<file path="config.mk">
export PLATFORM = sky130hd
export DESIGN_NAME = fp32_addsub_unit
export DESIGN_NICKNAME = d
export VERILOG_FILES = /design/src/rtl/fpadd_pkg.sv /design/src/rtl/fp_unpack.sv /design/src/rtl/fp_align.sv /design/src/rtl/fp_lzc.sv /design/src/rtl/fp_addnorm.sv /design/src/rtl/fp_round.sv /design/src/rtl/fp32_addsub_unit.sv
export SDC_FILE = /design/constraint.sdc
export NUM_CORES = 1
export LEC_CHECK = 0
export BUFFER_PORTS_ARGS = -buffer_cell sky130_fd_sc_hd__buf_4
export CAP_MARGIN = 20
export CELL_PAD_IN_SITES_DETAIL_PLACEMENT = 1
export CELL_PAD_IN_SITES_GLOBAL_PLACEMENT = 1
export CORE_UTILIZATION = 48
export CTS_BUF_LIST = sky130_fd_sc_hd__clkbuf_8
export DETAILED_ROUTE_END_ITERATION = 16
export GPL_TIMING_DRIVEN = 1
export MAX_ROUTING_LAYER = met4
export PLACE_DENSITY = 0.92
export SLEW_MARGIN = 20
export SYNTH_ARGS = -nofsm -noshare
export SYNTH_HDL_FRONTEND = slang
export SYNTH_HIERARCHICAL = 1
export SYNTH_SLANG_ARGS = --single-unit
</file>
<file path="constraint.sdc">
create_clock -name clk -period 10.8 [get_ports clk]
set_clock_uncertainty 0.1 [all_clocks]
set_input_delay 0.54 -clock clk [delete_from_list [all_inputs] [get_ports clk]]
set_output_delay 0.54 -clock clk [all_outputs]
set_load 0.005 [all_outputs]
</file>
<file path="src/rtl/fpadd_pkg.sv">
package fpadd_pkg;

  // Classification of an unpacked operand.
  typedef enum logic [1:0] {
    KIND_FINITE = 2'd0,
    KIND_INF    = 2'd1,
    KIND_NAN    = 2'd2
  } fp_kind_e;

  // Special-result selector computed before the arithmetic path.
  typedef enum logic [1:0] {
    SP_NONE = 2'd0,
    SP_INF  = 2'd1,
    SP_QNAN = 2'd2
  } spec_e;

endpackage

</file>
<file path="src/rtl/fp_unpack.sv">
module fp_unpack
  import fpadd_pkg::*;
#(
  parameter int EXP_W  = 8,
  parameter int FRAC_W = 23
) (
  input  logic [EXP_W+FRAC_W:0] word,
  output logic                  sign,
  output logic [EXP_W-1:0]      exp_eff,
  output logic [FRAC_W:0]       mant,
  output fp_kind_e              kind
);

  localparam int W = 1 + EXP_W + FRAC_W;

  logic [EXP_W-1:0]  ef;
  logic [FRAC_W-1:0] fr;
  logic              e_zero;
  logic              e_ones;

  always_comb begin
    ef      = word[W-2:FRAC_W];
    fr      = word[FRAC_W-1:0];
    sign    = word[W-1];
    e_zero  = ~|ef;
    e_ones  = &ef;
    // subnormals and zero share the minimum normal exponent, hidden bit 0
    exp_eff = e_zero ? EXP_W'(1) : ef;
    mant    = {~e_zero, fr};
    if (!e_ones)      kind = KIND_FINITE;
    else if (fr == '0) kind = KIND_INF;
    else               kind = KIND_NAN;
  end

endmodule

</file>
<file path="src/rtl/fp_align.sv">
module fp_align
  import fpadd_pkg::*;
#(
  parameter int EXP_W  = 8,
  parameter int FRAC_W = 23,
  parameter int GRS    = 3
) (
  input  logic                  sign_a,
  input  logic [EXP_W-1:0]      exp_a,
  input  logic [FRAC_W:0]       mant_a,
  input  fp_kind_e              kind_a,
  input  logic                  sign_b,
  input  logic [EXP_W-1:0]      exp_b,
  input  logic [FRAC_W:0]       mant_b,
  input  fp_kind_e              kind_b,
  input  logic                  op_sub,
  output logic                  eff_sub,
  output logic                  big_sign,
  output logic                  zero_sign,
  output logic [EXP_W-1:0]      exp_big,
  output logic [FRAC_W+GRS:0]   big_m,
  output logic [FRAC_W+GRS:0]   small_m,
  output spec_e                 spec,
  output logic                  spec_sign,
  output logic                  spec_inv
);

  localparam int MAN_W = FRAC_W + 1;
  localparam int WK    = MAN_W + GRS;

  logic             sb_eff;
  logic             a_big;
  logic [EXP_W-1:0] exp_small;
  logic [EXP_W-1:0] diff;
  logic [WK-1:0]    ext_small;
  logic [WK-1:0]    shifted;
  logic [WK-1:0]    lost_mask;
  logic             sticky;

  always_comb begin
    sb_eff    = sign_b ^ op_sub;
    eff_sub   = sign_a ^ sb_eff;
    zero_sign = sign_a & sb_eff;

    // order by magnitude so the difference never goes negative
    a_big     = {exp_a, mant_a} >= {exp_b, mant_b};
    big_sign  = a_big ? sign_a : sb_eff;
    exp_big   = a_big ? exp_a : exp_b;
    exp_small = a_big ? exp_b : exp_a;
    big_m     = {(a_big ? mant_a : mant_b), {GRS{1'b0}}};
    ext_small = {(a_big ? mant_b : mant_a), {GRS{1'b0}}};
    diff      = exp_big - exp_small;

    lost_mask = '0;
    if (diff >= EXP_W'(WK)) begin
      shifted = '0;
      sticky  = |ext_small;
    end else begin
      shifted   = ext_small >> diff;
      lost_mask = ~({WK{1'b1}} << diff);
      sticky    = |(ext_small & lost_mask);
    end
    small_m = {shifted[WK-1:1], shifted[0] | sticky};

    spec      = SP_NONE;
    spec_sign = 1'b0;
    spec_inv  = 1'b0;
    if (kind_a == KIND_NAN || kind_b == KIND_NAN) begin
      spec = SP_QNAN;
    end else if (kind_a == KIND_INF && kind_b == KIND_INF) begin
      if (eff_sub) begin
        spec     = SP_QNAN;
        spec_inv = 1'b1;
      end else begin
        spec      = SP_INF;
        spec_sign = sign_a;
      end
    end else if (kind_a == KIND_INF) begin
      spec      = SP_INF;
      spec_sign = sign_a;
    end else if (kind_b == KIND_INF) begin
      spec      = SP_INF;
      spec_sign = sb_eff;
    end
  end

endmodule

</file>
<file path="src/rtl/fp_lzc.sv">
module fp_lzc #(
  parameter int W = 27
) (
  input  logic [W-1:0]           vec,
  output logic [$clog2(W+1)-1:0] count
);

  localparam int CW = $clog2(W + 1);

  always_comb begin
    count = CW'(W);
    for (int i = 0; i < W; i++) begin
      if (vec[i]) count = CW'(W - 1 - i);
    end
  end

endmodule

</file>
<file path="src/rtl/fp_addnorm.sv">
module fp_addnorm #(
  parameter int EXP_W = 8,
  parameter int WK    = 27
) (
  input  logic               eff_sub,
  input  logic [EXP_W-1:0]   exp_big,
  input  logic [WK-1:0]      big_m,
  input  logic [WK-1:0]      small_m,
  output logic               sum_zero,
  output logic [EXP_W+1:0]   exp_n,
  output logic [WK-1:0]      norm_m
);

  localparam int CW = $clog2(WK + 1);
  localparam int XE = EXP_W + 2;

  logic [WK:0]   raw;
  logic [CW-1:0] lz;

  assign raw = eff_sub ? ({1'b0, big_m} - {1'b0, small_m})
                       : ({1'b0, big_m} + {1'b0, small_m});

  fp_lzc #(.W(WK)) u_lzc (
    .vec   (raw[WK-1:0]),
    .count (lz)
  );

  always_comb begin
    sum_zero = (raw == '0);
    if (raw[WK]) begin
      // carry out: one step right, fold the dropped bit into sticky
      norm_m = {raw[WK:2], raw[1] | raw[0]};
      exp_n  = {2'b00, exp_big} + XE'(1);
    end else begin
      norm_m = raw[WK-1:0] << lz;
      exp_n  = {2'b00, exp_big} - XE'(lz);
    end
  end

endmodule

</file>
<file path="src/rtl/fp_round.sv">
module fp_round
  import fpadd_pkg::*;
#(
  parameter int EXP_W  = 8,
  parameter int FRAC_W = 23,
  parameter int GRS    = 3
) (
  input  logic                 sign,
  input  logic                 zero_sign,
  input  logic                 sum_zero,
  input  logic [EXP_W+1:0]     exp_n,
  input  logic [FRAC_W+GRS:0]  norm_m,
  input  spec_e                spec,
  input  logic                 spec_sign,
  output logic [EXP_W+FRAC_W:0] word,
  output logic                 ovf,
  output logic                 unf
);

  localparam int MAN_W = FRAC_W + 1;
  localparam int WK    = MAN_W + GRS;
  localparam int XE    = EXP_W + 2;
  localparam int W     = 1 + EXP_W + FRAC_W;
  localparam logic [EXP_W-1:0] E_ONES = '1;

  logic [MAN_W-1:0] keep;
  logic             guard;
  logic             tail;
  logic             up;
  logic [MAN_W:0]   rsum;
  logic [XE-1:0]    exp_r;
  logic             too_small;
  logic             too_big;

  always_comb begin
    keep      = norm_m[WK-1:GRS];
    guard     = norm_m[GRS-1];
    tail      = |norm_m[GRS-2:0];
    up        = guard & (tail | keep[0]);
    rsum      = {1'b0, keep} + (MAN_W+1)'(up);
    exp_r     = exp_n + XE'(rsum[MAN_W]);
    too_small = exp_n[XE-1] | (exp_n == '0);
    too_big   = !exp_r[XE-1] && (exp_r[XE-2:0] >= (XE-1)'(E_ONES));

    word = '0;
    ovf  = 1'b0;
    unf  = 1'b0;
    if (spec == SP_QNAN) begin
      word = {1'b0, E_ONES, 1'b1, {(FRAC_W-1){1'b0}}};
    end else if (spec == SP_INF) begin
      word = {spec_sign, E_ONES, {FRAC_W{1'b0}}};
    end else if (sum_zero) begin
      word = {zero_sign, {(W-1){1'b0}}};
    end else if (too_small) begin
      word = {sign, {(W-1){1'b0}}};
      unf  = 1'b1;
    end else if (too_big) begin
      word = {sign, E_ONES, {FRAC_W{1'b0}}};
      ovf  = 1'b1;
    end else begin
      word = {sign, exp_r[EXP_W-1:0],
              (rsum[MAN_W] ? {FRAC_W{1'b0}} : rsum[FRAC_W-1:0])};
    end
  end

endmodule

</file>
<file path="src/rtl/fp32_addsub_unit.sv">
module fp32_addsub_unit
  import fpadd_pkg::*;
#(
  parameter int EXP_W  = 8,
  parameter int FRAC_W = 23
) (
  input  logic                   clk,
  input  logic                   rst,
  input  logic                   in_valid,
  input  logic                   op_sub,
  input  logic [EXP_W+FRAC_W:0]  a_in,
  input  logic [EXP_W+FRAC_W:0]  b_in,
  output logic                   out_valid,
  output logic [EXP_W+FRAC_W:0]  result,
  output logic                   flag_ovf,
  output logic                   flag_unf,
  output logic                   flag_inv
);

  localparam int GRS   = 3;
  localparam int MAN_W = FRAC_W + 1;
  localparam int WK    = MAN_W + GRS;
  localparam int W     = 1 + EXP_W + FRAC_W;
  localparam int NOPS  = 2;

  // ---------------- stage 0: unpack and align ----------------
  logic [W-1:0]     opw     [NOPS];
  logic             op_sign [NOPS];
  logic [EXP_W-1:0] op_exp  [NOPS];
  logic [MAN_W-1:0] op_mant [NOPS];
  fp_kind_e         op_kind [NOPS];

  assign opw[0] = a_in;
  assign opw[1] = b_in;

  for (genvar gi = 0; gi < NOPS; gi++) begin : g_unpack
    fp_unpack #(.EXP_W(EXP_W), .FRAC_W(FRAC_W)) u_unpack (
      .word    (opw[gi]),
      .sign    (op_sign[gi]),
      .exp_eff (op_exp[gi]),
      .mant    (op_mant[gi]),
      .kind    (op_kind[gi])
    );
  end

  logic             al_eff_sub, al_big_sign, al_zero_sign, al_spec_sign, al_spec_inv;
  logic [EXP_W-1:0] al_exp_big;
  logic [WK-1:0]    al_big_m, al_small_m;
  spec_e            al_spec;

  fp_align #(.EXP_W(EXP_W), .FRAC_W(FRAC_W), .GRS(GRS)) u_align (
    .sign_a    (op_sign[0]),
    .exp_a     (op_exp[0]),
    .mant_a    (op_mant[0]),
    .kind_a    (op_kind[0]),
    .sign_b    (op_sign[1]),
    .exp_b     (op_exp[1]),
    .mant_b    (op_mant[1]),
    .kind_b    (op_kind[1]),
    .op_sub    (op_sub),
    .eff_sub   (al_eff_sub),
    .big_sign  (al_big_sign),
    .zero_sign (al_zero_sign),
    .exp_big   (al_exp_big),
    .big_m     (al_big_m),
    .small_m   (al_small_m),
    .spec      (al_spec),
    .spec_sign (al_spec_sign),
    .spec_inv  (al_spec_inv)
  );

  // ---------------- stage 1 register ----------------
  logic             s1_valid;
  logic             s1_eff_sub, s1_big_sign, s1_zero_sign, s1_spec_sign, s1_spec_inv;
  logic [EXP_W-1:0] s1_exp_big;
  logic [WK-1:0]    s1_big_m, s1_small_m;
  spec_e            s1_spec;

  always_ff @(posedge clk) begin
    if (rst) s1_valid <= 1'b0;
    else     s1_valid <= in_valid;
  end

  always_ff @(posedge clk) begin
    if (in_valid) begin
      s1_eff_sub   <= al_eff_sub;
      s1_big_sign  <= al_big_sign;
      s1_zero_sign <= al_zero_sign;
      s1_spec_sign <= al_spec_sign;
      s1_spec_inv  <= al_spec_inv;
      s1_exp_big   <= al_exp_big;
      s1_big_m     <= al_big_m;
      s1_small_m   <= al_small_m;
      s1_spec      <= al_spec;
    end
  end

  // ---------------- stage 1: add, normalize, round ----------------
  logic             an_zero;
  logic [EXP_W+1:0] an_exp;
  logic [WK-1:0]    an_norm;

  fp_addnorm #(.EXP_W(EXP_W), .WK(WK)) u_addnorm (
    .eff_sub  (s1_eff_sub),
    .exp_big  (s1_exp_big),
    .big_m    (s1_big_m),
    .small_m  (s1_small_m),
    .sum_zero (an_zero),
    .exp_n    (an_exp),
    .norm_m   (an_norm)
  );

  logic [W-1:0] rd_word;
  logic         rd_ovf, rd_unf;

  fp_round #(.EXP_W(EXP_W), .FRAC_W(FRAC_W), .GRS(GRS)) u_round (
    .sign      (s1_big_sign),
    .zero_sign (s1_zero_sign),
    .sum_zero  (an_zero),
    .exp_n     (an_exp),
    .norm_m    (an_norm),
    .spec      (s1_spec),
    .spec_sign (s1_spec_sign),
    .word      (rd_word),
    .ovf       (rd_ovf),
    .unf       (rd_unf)
  );

  // ---------------- output register ----------------
  always_ff @(posedge clk) begin
    if (rst) begin
      out_valid <= 1'b0;
      result    <= '0;
      flag_ovf  <= 1'b0;
      flag_unf  <= 1'b0;
      flag_inv  <= 1'b0;
    end else begin
      out_valid <= s1_valid;
      if (s1_valid) begin
        result   <= rd_word;
        flag_ovf <= rd_ovf;
        flag_unf <= rd_unf;
        flag_inv <= s1_spec_inv;
      end
    end
  end

endmodule

</file>
* Word-level counts from Yosys, hierarchy flattened
Cells that the tools add are included.
** Word-level totals
- Register bits :: 103
- Output and inout bits :: 36
- Logic and storage cells :: 129
** Operators by class
- $add $sub $neg :: 7
- Magnitude comparators :: 3
- Equal/unequal tests :: 6
- Shifts and indexed selects :: 3
- Multiplexer cells :: 67
- Bitwise logic cells :: 11
- Reductions and logical operators :: 16
** Operators with widths (count)
- $mux W5 :: 26
- $mux W32 :: 3
- $mux W31 :: 2
- $mux W24 :: 2
- $logic_not A23 Y1 :: 2
- $ge A32 B32 Y1 :: 1
- $mux W8 :: 4
- $add A27 B27 Y28 :: 1
- $logic_not A28 Y1 :: 1
- $mux W28 :: 1
- $sub A27 B27 Y28 :: 1
- $and A27 B27 Y27 :: 1
- $mux W27 :: 1
- $not A27 Y27 :: 1
- $reduce_or A27 Y1 :: 1
- $shl A27 B5 Y27 :: 1
- $shl A27 B8 Y27 const A :: 1
- $shr A27 B8 Y27 :: 1
- $add A24 B1 Y25 :: 1
- $reduce_or A24 Y1 :: 1
- $mux W23 :: 1
- $mux W1 :: 19
- $reduce_and A8 Y1 :: 2
- $reduce_or A8 Y1 :: 2
- 19 further kinds :: 36

* Depth between registers and ports, before layout
- Depth in word-level cells :: 43
- Depth in mapped cells :: 47
- Mapped depth without buffers :: 42

* Cells and area by module
Netlist, hierarchy kept.
** By module, submodules not included
- fp_addnorm :: instances 1, cells each 719, area each 4764.6 µm², sequential area each 0.0 µm²
- fp_align :: instances 1, cells each 607, area each 4092.7 µm², sequential area each 0.0 µm²
- fp32_addsub_unit :: instances 1, cells each 186, area each 3398.3 µm², sequential area each 2812.7 µm²
- fp_round :: instances 1, cells each 161, area each 1149.9 µm², sequential area each 0.0 µm²
- fp_unpack :: instances 2, cells each 48, area each 327.8 µm², sequential area each 0.0 µm²
- fp_lzc :: instances 1, cells each 51, area each 277.8 µm², sequential area each 0.0 µm²

* Worst setup path after synthesis
No wires, ideal clock.
- Path kind :: register -> register
- From :: register s1_small_m[4]
- To :: register result[10]
- Library setup time :: 117 ps
- Data arrival time :: 9271 ps
- Path slack :: 1312 ps
- Stages on the path, launching flop included :: 41
- Path buffers :: 6
- Cells stage by stage :: edfxtp_1 -> nor3_1 -> nand2_1 -> nor4_1 -> and3_1 -> and2_1 -> clkbuf_1 -> a21oi_1 -> xnor2_1 -> ha_1 -> clkbuf_1 -> a21oi_1 -> o21ai_0 -> a211oi_1 -> o21ai_0 -> xnor2_1 -> inv_1 -> nor4_1 -> (+5 left out) -> mux2_2 -> mux2_2 -> o31ai_1 -> nand4_2 -> nor4_4 -> nand4_2 -> nor2_1 -> buf_2 -> ha_1 -> ha_1 -> nand4_1 -> o221a_1 -> o31ai_4 -> a21o_1 -> buf_6 -> nor3_2 -> mux2i_1 -> nor2_1
** On the way
- Elaborated cells between the ends (all ways) :: 47
- Those cells by class :: add/sub: 5; order compare: 1; shift: 1; mux: 32; bitwise: 3; reduce/logical: 5
** RTL lines
- from (decl) :: line fp32_addsub_unit.sv:76 : logic [WK-1:0] s1_big_m, s1_small_m;
- from (signal assigned) :: line fp32_addsub_unit.sv:93 : s1_small_m <= al_small_m;
- $add A27 B27 Y28 / $sub A27 B27 Y28 (equally long branches) :: line fp_addnorm.sv:21, fp_addnorm.sv:20
- $mux W28 * :: line fp_addnorm.sv:20 : assign raw = eff_sub ? ({1'b0, big_m} - {1'b0, small_m})
- via u_addnorm.raw[26] :: line fp_addnorm.sv:17 : logic [WK:0] raw;
- $mux W5 * :: line fp_lzc.sv:13 : if (vec[i]) count = CW'(W - 1 - i);
- via u_addnorm.lz[0] :: line fp_addnorm.sv:18 : logic [CW-1:0] lz;
- $shl A27 B5 Y27 * :: line fp_addnorm.sv:35 : norm_m = raw[WK-1:0] << lz;
- $mux W27 * :: line fp_addnorm.sv:30 : if (raw[WK]) begin
- via an_norm[11] :: line fp32_addsub_unit.sv:101 : logic [WK-1:0] an_norm;
- (+2 left out)
- $ge A9 B8 Y1 / $logic_not A1 Y1 (equally long branches) :: line fp_round.sv:43 : too_big = !exp_r[XE-1] && (exp_r[XE-2:0] >= (XE-1)'(E_ONES));
- $logic_and A1 B1 Y1 :: line fp_round.sv:43
- $mux W31 * :: line fp_round.sv:57 : end else if (too_big) begin
- $mux W31 * :: line fp_round.sv:54 : end else if (too_small) begin
- $mux W32 * :: line fp_round.sv:52 : end else if (sum_zero) begin
- $mux W32 * :: line fp_round.sv:50 : end else if (spec == SP_INF) begin
- $mux W32 * :: line fp_round.sv:48 : if (spec == SP_QNAN) begin
- via rd_word[10] :: line fp32_addsub_unit.sv:113 : logic [W-1:0] rd_word;
- to (signal assigned) :: line fp32_addsub_unit.sv:140 : result <= rd_word;
- to (decl) :: line fp32_addsub_unit.sv:14 : output logic [EXP_W+FRAC_W:0] result,
Mark *: on every way through the listed nets, which the timed path passes. The rest lies on a longest branch.
A chain may end at the register's enable or synchronous reset.

* Worst setup path in the final report
- From :: register s1_small_m[4]
- To :: register result[1]
** On the way
- Elaborated cells between the ends (all ways) :: 47
- Those cells by class :: add/sub: 5; order compare: 1; shift: 1; mux: 32; bitwise: 3; reduce/logical: 5
** RTL lines (line)
- $add A27 B27 Y28 / $sub A27 B27 Y28 (equally long branches) :: fp_addnorm.sv:21, fp_addnorm.sv:20
- $mux W28 * :: fp_addnorm.sv:20
- via u_addnorm.raw[20] :: fp_addnorm.sv:17
- $mux W5 * (7 in a row) :: fp_lzc.sv:13
- via u_addnorm.lz[0] :: fp_addnorm.sv:18
- $shl A27 B5 Y27 * :: fp_addnorm.sv:35
- $mux W27 * :: fp_addnorm.sv:30
- via an_norm[15] :: fp32_addsub_unit.sv:101
- (+2 left out)
- $ge A9 B8 Y1 / $logic_not A1 Y1 (equally long branches) :: fp_round.sv:43
- $logic_and A1 B1 Y1 :: fp_round.sv:43
- $mux W31 * :: fp_round.sv:57
- $mux W31 * :: fp_round.sv:54
- $mux W32 * :: fp_round.sv:52
- $mux W32 * :: fp_round.sv:50
- $mux W32 * :: fp_round.sv:48
- via rd_word[1] :: fp32_addsub_unit.sv:113
Marked as above.

==> flow_summary.toml <==
[status]
status = "completed"

[placement]
hpwl_um = 41400
post-place-ws_ns = 0.0594
io_buffer_count = 103
placedCellCount = 2178
place.gp.congestion = 1.05

[yosys]
yosys_most_used_dff = "edfxtp_1"
syn_avg_cell_area_sq_um = 7.88
ys_ff_latch = 106
synth_top_cells_by_area = "edfxtp_1, mux2i_1, ha_1"
netlist_area_sq_um = 14300
synthArstFlopShare = 0
synth_cells = 1820
synth_edf_count = 69
ys_types = 108
synth_largest_area_cell = "edfxtp_1"
ys_seq_area_frac = 0.196
synth_top_area_share = 0.145
yosysWarnings = 6

[floorplanning]
rows = 62
initial_core_util = 0.494
pin_count = 104
die-area_sq_um = 30600
die_y_um = 175
die_x_um = 175
core-area_sq_um = 29000

[worst_setup_path]
reg2reg_slack_ns = 0.59
slowest_stage = "nor3_2"
path_max_fanout = 21
crit_arrival_ns = 10.39
cp_top_family = "simple AND/OR/NAND/NOR gates"
startpoint = "s1_small_m[4]"
reg2reg_from = "s1_small_m[4]"
path_class = "register to register"
cp_data_required_time_ns = 10.98
critPathBufInv = 3
start_kind = "register"
end_kind = "register"
slowest_delay_ns = 0.53

[power]
total_power_w = 0.00373
vdd_drop_max_v = 0.000106
p_leak_nw = 6.01
powerDensity_nw_per_um2 = 245

[global_route]
grt_max_degree = 71
grt_first_pass_wirelength_um = 83900
antenna_found_initial = 0
grt-ovfl-total = 0
grt_pass1_vias = 15100
grt.total_usage = 0.354

[clocking]
clkLatencyLatePin_ns = 0.40
path_clk_slew_ns = 0.11
cts_made_buffers = 9
cts.root.buffer_cell = "clkbuf_8"
cts.sink_count = 106
cts_tree = "built"
htree_num_levels = 3
clock_path_buffers = 2

[timing]
final.setup.tns_ns = 0
finalHoldViolations = 0
max_freq_ghz = 0.0979
layout_setup_ws_ns = 0.589
period_share = 0.945
slew_violations = 0
worst_pin_slew_ns = 1.12
slew_headroom = 0.256
setup_viol = 0
period_needed_ns = 10.21

[route]
firstDrtPassIters = 5
routed_wl_um = 53100
viasPerCell = 6.73
wl_per_cell_um = 24.1
ant_nets = 0
drt_drc_violations_left = 0
drt_first_iter_violations = 1331
route.vias.total = 14800

[layout]
num-nets-final = 1953
final_common_cell = "nor2_1"
layout_common_cells = "nor2_1, nand2_1, buf_4"
stdcell_count = 2200
diodes = 0
post-route-util = 0.525
drive_gt1_frac = 0.159
fillers = 3636
area_growth_pct = 6.17

[worst_hold_path]
holdCritStartpoint = "a_in[31]"
hold_path_class = "primary input to register"

[flow_run]
drv_cap = 0
-- synth_stat cells, types with 29 or more instances --
cell type	number
nor2_1	180
nand2_1	168
mux2i_1	125
o21ai_0	101
a21oi_1	98
inv_1	91
ha_1	72
edfxtp_1	69
clkbuf_1	65
buf_4	57
nand3_1	56
nor3_1	53
xnor2_1	52
dfxtp_1	37
buf_2	33
nor4_1	33
xor2_1	30
nand4_1	29
-- sequential cells by signal (all words and copies together), names as in the netlist --
name          cells
flag_inv          1
flag_ovf          1
flag_unf          1
out_valid         1
result           32
s1_big_m         27
s1_big_sign       1
s1_eff_sub        1
s1_exp_big        8
s1_small_m       27
s1_spec           2
s1_spec_inv       1
s1_spec_sign      1
s1_valid          1
s1_zero_sign      1
-- through the flow --
step	instance area, sq um	hold slack (ns)
after floorplan	14300	0.356
after CTS	15100	0.360
after global routing	15200	0.380
after detailed placement	14900	0.388
final	15200	0.393
after global placement	14900	0.375
-- power by group --
group | total, W | switching, W | internal [W]
Sequential | 0.000519 | 0.0000372 | 0.000482
Clock | 0.000238 | 0.000146 | 0.0000917
Combinational | 0.00297 | 0.00191 | 0.00106
-- final cells by class --
cell class,instances,area (sq um),share of cell area
clock inverter,6,42.5,0.00279
multi-input combinational,1454,10300,0.676
inverter,94,353,0.0232
tap,384,480,0.0316
sequential,106,2810,0.185
timing repair buffer,146,1110,0.0727
clock buffer,10,138,0.00904
-- per-layer routing --
layer  track usage  share of wire  vias up
met3        0.0352          0.064      169
met5             -              0        -
met2         0.597           0.48      680
met1         0.426           0.41     7307
met4         0.158          0.045        0
li1              -              -     6656
-- worst paths after layout --
path | endpoint | depth (start not counted)
worst min register to register | flag_inv | 2
worst min-delay path | s1_zero_sign | 2
worst max register to register | result[1] | 39
worst max-delay path | result[1] | 39
-- cells by family after synthesis --
group / share of synthesized area
AO/OA/AOI/OAI: 0.223
XOR/XNOR: 0.0554
adder cells (fa/ha/maj): 0.0671
buffers and inverters: 0.0929
flip-flops: 0.196
multiplexers: 0.128
other: 0.000262
AND/OR/NAND/NOR: 0.237
-- repair_timing --
item / CTS / global route
cloned: 0 / 0
setup endpoints to repair: 2 / 32
hold buffers: 0 / 0
resized for setup: 1 / 13
pin swaps: 0 / 2
buffers inserted: 0 / 6
Note: power is estimated with default switching activity, not from simulation.
